==> src/rtl/fsw_pkg.sv <==
package fsw_pkg;

    localparam int DATA_W = 32;
    localparam int ADDR_W = 2;

    typedef enum logic [ADDR_W-1:0] {
        SEL_CTRL   = 2'd0,
        SEL_RELOAD = 2'd1,
        SEL_FEED   = 2'd2,
        SEL_COUNT  = 2'd3
    } reg_sel_e;

    // control register bit positions
    localparam int B_ARM  = 0;
    localparam int B_MODE = 1;
    localparam int B_FLAG = 2;
    localparam int B_IRQ  = 3;
    localparam int B_LIVE = 4;

    localparam logic [7:0] KEY_OPEN  = 8'hAA;
    localparam logic [7:0] KEY_CLOSE = 8'h55;

    typedef enum logic {
        FS_IDLE,
        FS_OPEN
    } feed_state_e;

    typedef struct packed {
        logic              en;
        logic              we;
        reg_sel_e          sel;
        logic [DATA_W-1:0] wdata;
    } bus_req_t;

    typedef struct packed {
        logic good;
        logic fumble;
    } feed_res_t;

    function automatic logic is_write_to(bus_req_t r, reg_sel_e s);
        return r.en && r.we && (r.sel == s);
    endfunction

    function automatic logic key_match(bus_req_t r, logic [7:0] key);
        return r.wdata == DATA_W'(key);
    endfunction

endpackage

==> src/rtl/fsw_feed_seq.sv <==
module fsw_feed_seq
    import fsw_pkg::*;
(
    input  logic      clk,
    input  logic      rst,
    input  bus_req_t  req,
    output feed_res_t res
);

    feed_state_e st_q, st_d;

    always_comb begin
        st_d       = st_q;
        res.good   = 1'b0;
        res.fumble = 1'b0;
        if (req.en) begin
            unique case (st_q)
                FS_IDLE: begin
                    if (is_write_to(req, SEL_FEED)) begin
                        if (key_match(req, KEY_OPEN)) st_d = FS_OPEN;
                        else                          res.fumble = 1'b1;
                    end
                end
                FS_OPEN: begin
                    st_d = FS_IDLE;
                    if (is_write_to(req, SEL_FEED) && key_match(req, KEY_CLOSE))
                        res.good = 1'b1;
                    else
                        res.fumble = 1'b1;
                end
                default: st_d = FS_IDLE;
            endcase
        end
    end

    always_ff @(posedge clk) begin
        if (rst) st_q <= FS_IDLE;
        else     st_q <= st_d;
    end

endmodule

==> src/rtl/fsw_tick_gen.sv <==
module fsw_tick_gen #(
    parameter int DIV = 4
) (
    input  logic clk,
    input  logic rst,
    input  logic run,
    input  logic restart,
    output logic tick
);

    localparam int PW = (DIV > 1) ? $clog2(DIV) : 1;
    localparam logic [PW-1:0] LAST = PW'(DIV - 1);

    logic [PW-1:0] phase_q;

    assign tick = run && (phase_q == LAST);

    always_ff @(posedge clk) begin
        if (rst || restart) phase_q <= '0;
        else if (run)       phase_q <= tick ? '0 : phase_q + 1'b1;
    end

endmodule

==> src/rtl/fsw_downcount.sv <==
module fsw_downcount #(
    parameter int          W    = 24,
    parameter int unsigned INIT = 255
) (
    input  logic         clk,
    input  logic         rst,
    input  logic         load,
    input  logic [W-1:0] load_val,
    input  logic         tick,
    output logic [W-1:0] value,
    output logic         expire
);

    logic [W-1:0] cnt_q;

    assign value  = cnt_q;
    assign expire = tick && (cnt_q == '0);

    always_ff @(posedge clk) begin
        if (rst)                       cnt_q <= W'(INIT);
        else if (load)                 cnt_q <= load_val;
        else if (tick && cnt_q != '0)  cnt_q <= cnt_q - 1'b1;
    end

endmodule

==> src/rtl/fsw_watchdog.sv <==
module fsw_watchdog
    import fsw_pkg::*;
#(
    parameter int          CNT_W       = 24,
    parameter int          PRE_DIV     = 4,
    parameter int unsigned RELOAD_INIT = 255
) (
    input  logic              clk,
    input  logic              rst,
    input  logic              por,
    input  logic              acc_en,
    input  logic              acc_we,
    input  logic [ADDR_W-1:0] acc_addr,
    input  logic [DATA_W-1:0] acc_wdata,
    output logic [DATA_W-1:0] acc_rdata,
    input  logic              dbg_hold,
    output logic              wdt_reset_req,
    output logic              wdt_irq
);

    logic sys_rst;
    assign sys_rst = rst || por;

    bus_req_t  req;
    feed_res_t fres;

    assign req.en    = acc_en;
    assign req.we    = acc_we;
    assign req.sel   = reg_sel_e'(acc_addr);
    assign req.wdata = acc_wdata;

    logic             arm_q, mode_q, live_q, live_mode_q;
    logic             irq_q, rreq_q, flag_q;
    logic [CNT_W-1:0] reload_q;
    logic [CNT_W-1:0] cnt;
    logic             tick, expire, run;
    logic             timeout, to_reset, to_irq, ctrl_wr;

    fsw_feed_seq u_feed (
        .clk (clk),
        .rst (sys_rst),
        .req (req),
        .res (fres)
    );

    assign run = live_q && !rreq_q && !dbg_hold;

    fsw_tick_gen #(.DIV(PRE_DIV)) u_pre (
        .clk     (clk),
        .rst     (sys_rst),
        .run     (run),
        .restart (fres.good),
        .tick    (tick)
    );

    fsw_downcount #(.W(CNT_W), .INIT(RELOAD_INIT)) u_cnt (
        .clk      (clk),
        .rst      (sys_rst),
        .load     (fres.good),
        .load_val (reload_q),
        .tick     (tick),
        .value    (cnt),
        .expire   (expire)
    );

    assign ctrl_wr  = is_write_to(req, SEL_CTRL);
    assign timeout  = !sys_rst && live_q && !rreq_q && (expire || fres.fumble);
    assign to_reset = timeout && live_mode_q;
    assign to_irq   = timeout && !live_mode_q;

    always_ff @(posedge clk) begin
        if (sys_rst) begin
            arm_q       <= 1'b0;
            mode_q      <= 1'b0;
            live_q      <= 1'b0;
            live_mode_q <= 1'b0;
            irq_q       <= 1'b0;
            rreq_q      <= 1'b0;
            reload_q    <= CNT_W'(RELOAD_INIT);
        end else begin
            if (to_irq)                             arm_q <= 1'b0;
            else if (ctrl_wr && acc_wdata[B_ARM])   arm_q <= 1'b1;

            if (ctrl_wr && acc_wdata[B_MODE])       mode_q <= 1'b1;

            if (to_irq) begin
                live_q <= 1'b0;
            end else if (fres.good && arm_q) begin
                live_q      <= 1'b1;
                live_mode_q <= mode_q;
            end

            if (to_irq)                             irq_q <= 1'b1;
            else if (ctrl_wr && acc_wdata[B_IRQ])   irq_q <= 1'b0;

            if (to_reset)                           rreq_q <= 1'b1;

            if (is_write_to(req, SEL_RELOAD))       reload_q <= acc_wdata[CNT_W-1:0];
        end
    end

    always_ff @(posedge clk) begin
        if (por)                                 flag_q <= 1'b0;
        else if (to_reset)                       flag_q <= 1'b1;
        else if (ctrl_wr && !acc_wdata[B_FLAG])  flag_q <= 1'b0;
    end

    always_comb begin
        acc_rdata = '0;
        unique case (reg_sel_e'(acc_addr))
            SEL_CTRL: begin
                acc_rdata[B_ARM]  = arm_q;
                acc_rdata[B_MODE] = mode_q;
                acc_rdata[B_FLAG] = flag_q;
                acc_rdata[B_IRQ]  = irq_q;
                acc_rdata[B_LIVE] = live_q;
            end
            SEL_RELOAD: acc_rdata = DATA_W'(reload_q);
            SEL_COUNT:  acc_rdata = DATA_W'(cnt);
            default:    acc_rdata = '0;
        endcase
    end

    assign wdt_reset_req = rreq_q;
    assign wdt_irq       = irq_q;

endmodule

==> config.mk <==
export PLATFORM = sky130hd
export DESIGN_NAME = fsw_watchdog
export DESIGN_NICKNAME = d
export VERILOG_FILES = /design/src/rtl/fsw_pkg.sv /design/src/rtl/fsw_feed_seq.sv /design/src/rtl/fsw_tick_gen.sv /design/src/rtl/fsw_downcount.sv /design/src/rtl/fsw_watchdog.sv
export SDC_FILE = /design/constraint.sdc
export NUM_CORES = 1
export LEC_CHECK = 0
export BUFFER_PORTS_ARGS = -buffer_cell sky130_fd_sc_hd__buf_2
export CORE_MARGIN = 3
export CORE_UTILIZATION = 25
export CTS_CLUSTER_DIAMETER = 120
export DETAILED_ROUTE_END_ITERATION = 16
export HOLD_SLACK_MARGIN = 0.1
export SYNTH_ARGS = -nofsm -noshare
export SYNTH_HDL_FRONTEND = slang
export SYNTH_SLANG_ARGS = --single-unit
==> constraint.sdc <==
create_clock -name clk -period 2.7 [get_ports clk]
set_input_delay 0.405 -clock clk [delete_from_list [all_inputs] [get_ports clk]]
set_output_delay 0.405 -clock clk [all_outputs]
set_load 0.05 [all_outputs]
==> impl_metrics.env, run 1 <==
export IMPL_setup_viol=0
export IMPL_postLayoutCoreUtil=0.3226
export IMPL_first_pass_iters=5
export IMPL_finClkSkew_ns=0.005716
export IMPL_cts_tree="yes"
export IMPL_status="finished clean"
export IMPL_critPathMaxFanout=6
export IMPL_min_delay_path_class="primary input to flip-flop"
export IMPL_gp_congestion=0.8519
export IMPL_slowest_delay_ns=0.55
export IMPL_register_area_um2=1161
export IMPL_row_count=41
export IMPL_avgRoutedWirePerCell_um=14.30
export IMPL_maxCapViolations=0
export IMPL_grt_pass1_wl_um=15050
export IMPL_min_period_ns=2.388
export IMPL_portBuffers=65
export IMPL_intPower_mw=1.790
export IMPL_antenna_found_initial=0
export IMPL_place_area_um2=3761
export IMPL_drv_slew=0
export IMPL_core_area_um2=12670
export IMPL_clkTransAtPathRegs_ns=0.05
export IMPL_met1_usage=0.1831
export IMPL_final_cell_area_um2=4088
export IMPL_synth_cell_types=53
export IMPL_area_delta_synth_final_pct=25.75
export IMPL_cts_sinks=58
export IMPL_final_cells=644
export IMPL_fillerInstances=1339
export IMPL_layout_nets=512
export IMPL_yosysSeqAreaShare=0.3572
export IMPL_grt_overflow_total=0
export IMPL_synth_seq_cells=58
export IMPL_crit_type="flip-flop to flip-flop"
export IMPL_grt_use_met3=0.02969
export IMPL_slowest_stage="or4_1"
export IMPL_clk_latency_ns=0.33
export IMPL_grt_max_degree=50
export IMPL_synth_cells=409
export IMPL_grt_util_met2=0.2006
export IMPL_setup_tns_ns=0
export IMPL_max_freq_mhz=418.7
export IMPL_period_share=0.8845
export IMPL_dp_cells=630
export IMPL_die_y_um=120.0
export IMPL_routed_wl_um=9211
export IMPL_ios=74
export IMPL_via_per_inst=4.764
export IMPL_multiInputGateArea_um2=1927
export IMPL_syn_area_per_cell_um2=7.948
export IMPL_cts_inserted_buffers=9
export IMPL_combPwrFrac=0.081
export IMPL_seq_power_share=0.375
export IMPL_drt_initial_drc_count=205
export IMPL_dp_hpwl_um=6923
export IMPL_grt_pass1_vias=2917
export IMPL_p_per_area_nw_per_um2=563.7
export IMPL_p_clk_frac=0.543
export IMPL_ant_nets=0
export IMPL_dr_total_vias=3068
export IMPL_path_cells="or4_1 -> buf_4 -> or2_1 -> nor3_1 -> nor4b_1 -> xnor2_1 -> a211oi_1"
export IMPL_postCtsSetupRepairBufs=0
export IMPL_drc=0
export IMPL_finalHoldViolCount=0
export IMPL_peakVddDrop_mv=0.4217
export IMPL_syn_cell_area_um2=3251
export IMPL_endpoint_kind="flip-flop"
export IMPL_critPathBufInv=1
export IMPL_synth_edf_count=0
export IMPL_synth_main_ff_cell="dfxtp_1"
export IMPL_clock_path_buffers=2
export IMPL_ys_warnings_count=0
export IMPL_start_util=0.2565
export IMPL_switchingPower_mw=0.5144
export IMPL_async_reset_ff_frac=0
export IMPL_p_sw_frac=0.2232
export IMPL_busiest_layer="met2"
export IMPL_clock_root_buffer="clkbuf_16"
export IMPL_leakage_nw=1.581
export IMPL_rsz0062_at_grt="no"
export IMPL_htree_levels=3
export IMPL_tightest_slew_ns=0.7270
export IMPL_hold_buffers=0
export IMPL_drive_gt1_frac=0.2140
export IMPL_grt_usage=0.1311
export IMPL_critPathRequiredTime_ns=2.94
export IMPL_holdWs_ns=0.3263
export IMPL_cpLargestDelayFamily="simple AND/OR/NAND/NOR gates"
export IMPL_die_width_um=120.0
export IMPL_arrival_ns=2.63
export IMPL_die_area_um2=14410
export IMPL_slew_headroom=0.5142
export IMPL_cp_start_kind="flip-flop"
export IMPL_antennaDiodeCount=0
export IMPL_ctsResizeCount=0
area by class of cell:
type	count	area share
multi-input cells	316	0.4714
flip-flops and latches	58	0.2841
repair buffers	78	0.1065
clock buffers	12	0.06520
well taps	172	0.05265
clock inverters	2	0.01469
inverters	6	0.005510
per-stage QoR:
step	worst slack, ns	total power, mW
6_report	0.3118	2.304
3_5_place_dp	0.2719	1.070
3_3_place_gp	0.3039	1.068
2_1_floorplan	0.1347	1.015
5_1_grt	0.1337	2.372
4_1_cts	0.3069	2.321
registers in the layout (all words and copies together) (netlist names):
register and count:
live_mode_q 1, u_pre.phase_q 2, reload_q 24, u_feed.st_q 1, arm_q 1, wdt_reset_req 1
live_q 1, flag_q 1, mode_q 1, wdt_irq 1, u_cnt.value 24
cells by family (layout without fill, tap and decap cells):
family / after synthesis / in the layout / share of synthesized area
simple gates: 181 / 181 / 0.2902
compound gates: 83 / 83 / 0.1594
flops: 58 / 58 / 0.3572
buf+inv: 42 / 98 / 0.05966
mux: 27 / 27 / 0.08314
xor+xnor: 14 / 14 / 0.03772
fa+ha+maj: 3 / 3 / 0.01155
other cells: 1 / 8 / 0.001154
Yosys cell counts (2+ instances only):
library cell  number  share of area
a211oi_1           7          0.016
a21oi_1           29          0.045
a31oi_1            2         0.0038
and2_1             2         0.0038
and3_1             2         0.0038
buf_2              5         0.0077
buf_4              8          0.018
clkbuf_1          22          0.025
dfxtp_1           58           0.36
ha_1               3          0.012
inv_1              6         0.0069
mux2i_1           27          0.083
nand2_1           58          0.067
nand2b_1           3         0.0058
nand3_1           20          0.031
nand4_1            5         0.0096
nand4b_1           3         0.0081
nor2_1            29          0.033
nor2b_1           19          0.037
nor3_1            11          0.017
nor4_1            10          0.019
nor4b_1            4          0.011
nor4bb_1           3         0.0092
o211ai_1           4         0.0092
o21a_1             2         0.0046
o21ai_0            6         0.0092
o21ai_1           14          0.022
o22ai_1            3         0.0058
o311a_1            2         0.0062
o31ai_1            3         0.0069
o41ai_1            3         0.0081
or3_1              2         0.0038
or4_1              2         0.0046
xnor2_1           10          0.027
xor2_1             4          0.011
routing by layer:
layer | routed length, um | share of wire | vias up
li1 | - | - | 1563
met3 | 561 | 0.061 | 8
met1 | 4393 | 0.48 | 1399
met4 | 126 | 0.014 | 0
met2 | 4129 | 0.45 | 98
met5 | 0 | 0 | -
worst register-to-register path: cells and delay by family (launching register included):
family	cells	cell delay [ns]
AND/OR/NAND/NOR	4	1.43
AO/OA/AOI/OAI	1	0.24
XOR/XNOR	1	0.12
flip-flops	1	0.35
buffers and inverters	1	0.17
final timing paths:
kind / startpoint / to / slack, ns / cells past startpoint
hold / removal: acc_wdata[7] / reload_q[7] / 0.33 / 3
setup / recovery: u_cnt.value[5] / u_cnt.value[12] / 0.31 / 7
hold reg to reg: reload_q[17] / reload_q[17] / 0.47 / 2
setup reg to reg: u_cnt.value[5] / u_cnt.value[12] / 0.31 / 7
placed cells by master (no fill, tap or decap), types with 4 or more instances in the layout:
cell type	Yosys	routed
buf_2	5	65
nand2_1	58	58
dfxtp_1	58	58
nor2_1	29	29
a21oi_1	29	29
mux2i_1	27	27
nand3_1	20	20
nor2b_1	19	19
o21ai_1	14	14
buf_4	8	12
nor4_1	10	10
nor3_1	11	10
xnor2_1	10	10
clkbuf_16	0	9
conb_1	1	8
a211oi_1	7	7
o21ai_0	6	6
inv_1	6	6
nand4_1	5	5
o211ai_1	4	4
nor4b_1	4	4
xor2_1	4	4
power by group through the flow:
stage          logic, mW  registers [mW]  clock network (mW)
2_1_floorplan      0.134           0.881                   0
3_3_place_gp       0.185           0.882                   0
3_5_place_dp       0.188           0.882                   0
4_1_cts            0.188           0.865                1.27
5_1_grt            0.202           0.864                1.31
6_report           0.187           0.865                1.25
Power figures use the tool's default switching activity.
==> run 2, diff against run 1 <==
--- a/config.mk
+++ b/config.mk
@@ -9,4 +9,5 @@
 export CORE_MARGIN = 3
 export CORE_UTILIZATION = 25
+export CTS_BUF_LIST = sky130_fd_sc_hd__clkbuf_8
 export CTS_CLUSTER_DIAMETER = 120
 export DETAILED_ROUTE_END_ITERATION = 16
==> constraint.sdc (replaced) <==
create_clock -name clk -period 2.7 [get_ports clk]
set_input_delay 0.405 -clock clk [delete_from_list [all_inputs] [get_ports clk]]
set_output_delay 0.405 -clock clk [all_outputs]
set_load 0.02 [all_outputs]
==> impl_metrics.env, run 2 (synthesized netlist as in run 1, its figures left out) <==
export IMPL_clkTransAtPathRegs_ns=0.07
export IMPL_register_area_um2=1161
export IMPL_dp_slack_ns=0.2719
export IMPL_portBuffers=65
export IMPL_arrival_ns=2.56
export IMPL_min_period_ns=2.359
export IMPL_antenna_found_initial=0
export IMPL_postCtsSetupRepairBufs=0
export IMPL_drt_initial_drc_count=197
export IMPL_rr_startpoint="u_cnt.value[5]"
export IMPL_layout_nets=512
export IMPL_max_freq_mhz=423.9
export IMPL_peakVddDrop_mv=0.2456
export IMPL_grt_overflow_total=0
export IMPL_clk_latency_ns=0.35
export IMPL_holdWs_ns=0.3086
export IMPL_maxCapViolations=0
export IMPL_core_area_um2=12670
export IMPL_r2r_setup_slack_ns=0.34
export IMPL_startpoint="u_cnt.value[5]"
export IMPL_grt_max_degree=50
export IMPL_status="finished clean"
export IMPL_die_width_um=120.0
export IMPL_hp_start="acc_wdata[7]"
export IMPL_start_util=0.2565
export IMPL_final_cell_mix="65 x buf_2, 58 x nand2_1, 58 x dfxtp_1, 29 x nor2_1, 29 x a21oi_1"
export IMPL_critPathRequiredTime_ns=2.91
export IMPL_row_count=41
export IMPL_dp_hpwl_um=6923
export IMPL_slew_headroom=0.5148
export IMPL_antennaDiodeCount=0
export IMPL_setup_slack_ns=0.3409
export IMPL_final_cells=644
export IMPL_htree_levels=3
export IMPL_ctsResizeCount=0
export IMPL_routed_wl_um=9236
export IMPL_die_y_um=120.0
export IMPL_via_per_inst=4.778
export IMPL_p_per_area_nw_per_um2=486.5
export IMPL_cts_tree="yes"
export IMPL_clock_root_buffer="clkbuf_8"
export IMPL_slowest_delay_ns=0.54
export IMPL_crit_type="flip-flop to flip-flop"
export IMPL_cpLargestDelayFamily="simple AND/OR/NAND/NOR gates"
export IMPL_drive_gt1_frac=0.2140
export IMPL_hold_buffers=0
export IMPL_area_delta_synth_final_pct=22.63
export IMPL_first_pass_iters=4
export IMPL_period_share=0.8737
export IMPL_rsz0062_at_grt="no"
export IMPL_dr_total_vias=3077
export IMPL_path_cells="or4_1 -> nand4bb_4 -> or3_1 -> nor2_2 -> o2111a_2 -> nor3_1"
export IMPL_grt_pass1_wl_um=15060
export IMPL_setup_tns_ns=0
export IMPL_finClkSkew_ns=0.006921
export IMPL_grt_usage=0.1306
export IMPL_layout_commonest_cell="buf_2"
export IMPL_die_area_um2=14410
export IMPL_cts_inserted_buffers=9
export IMPL_dp_cells=630
export IMPL_grt_pass1_vias=2921
export IMPL_ios=74
export IMPL_gp_congestion=0.8519
export IMPL_min_delay_path_class="primary input to flip-flop"
export IMPL_finalHoldViolCount=0
export IMPL_drv_slew=0
export IMPL_endpoint_kind="flip-flop"
export IMPL_leakage_nw=1.534
export IMPL_setup_viol=0
export IMPL_cp_start_kind="flip-flop"
export IMPL_ant_nets=0
export IMPL_clock_path_buffers=2
export IMPL_cts_sinks=58
export IMPL_critPathMaxFanout=8
export IMPL_tightest_slew_ns=0.7260
export IMPL_fillerInstances=1349
export IMPL_drc=0
export IMPL_slowest_stage="or4_1"
export IMPL_critPathBufInv=0
export IMPL_multiInputGateArea_um2=1927
export IMPL_avgRoutedWirePerCell_um=14.34
==> run 2: cell counts in the layout (fill, tap and decap cells not counted) <==
Identical to the previous run, type by type.
==> run 2: worst reg2reg max path, stage by stage (launching register included) <==
cell and delay, ns:
dfxtp_1 0.35, or4_1 0.54, nand4bb_4 0.29, or3_1 0.49, nor2_2 0.20, o2111a_2 0.28
nor3_1 0.05
==> run 2: path summary, 6_finish.rpt <==
| path | endpoint | cells after the start |
|---|---|---|
| max | arm_q | 6 |
| min | reload_q[7] | 3 |
| min reg2reg | reload_q[17] | 2 |
| max reg2reg | arm_q | 6 |
==> run 2: metrics by stage <==
stage	cell area, um^2	util	total power [mW]
finish	3986	0.3146	1.939
global route	3986	0.3146	2.010
CTS	3986	0.3146	1.961
detailed placement	3761	0.2968	1.035
global placement	3761	0.2968	1.032
floorplan	3277	-	0.9788
==> run 2: cell type report <==
class,instances,share of cell area
Tap cell,172,0.05399
Sequential cell,58,0.2913
Multi-Input combinational cell,316,0.4834
Timing Repair Buffer,78,0.1092
Inverter,6,0.005650
Clock buffer,12,0.04143
Clock inverter,2,0.01507
==> run 2: metal layers <==
metal	GRT usage	wire length (um)	vias up
met1	0.1831	4465	1412
met2	0.1999	4145	94
met5	0	0	-
met4	0.04295	116	0
met3	0.02686	508	9
li1	-	-	1562
==> run 2: power by group <==
| part | switching, mW | internal, mW |
|---|---|---|
| registers | 0.00385 | 0.860 |
| logic | 0.0944 | 0.0570 |
| clock network | 0.340 | 0.585 |
| total | 0.438 | 1.50 |
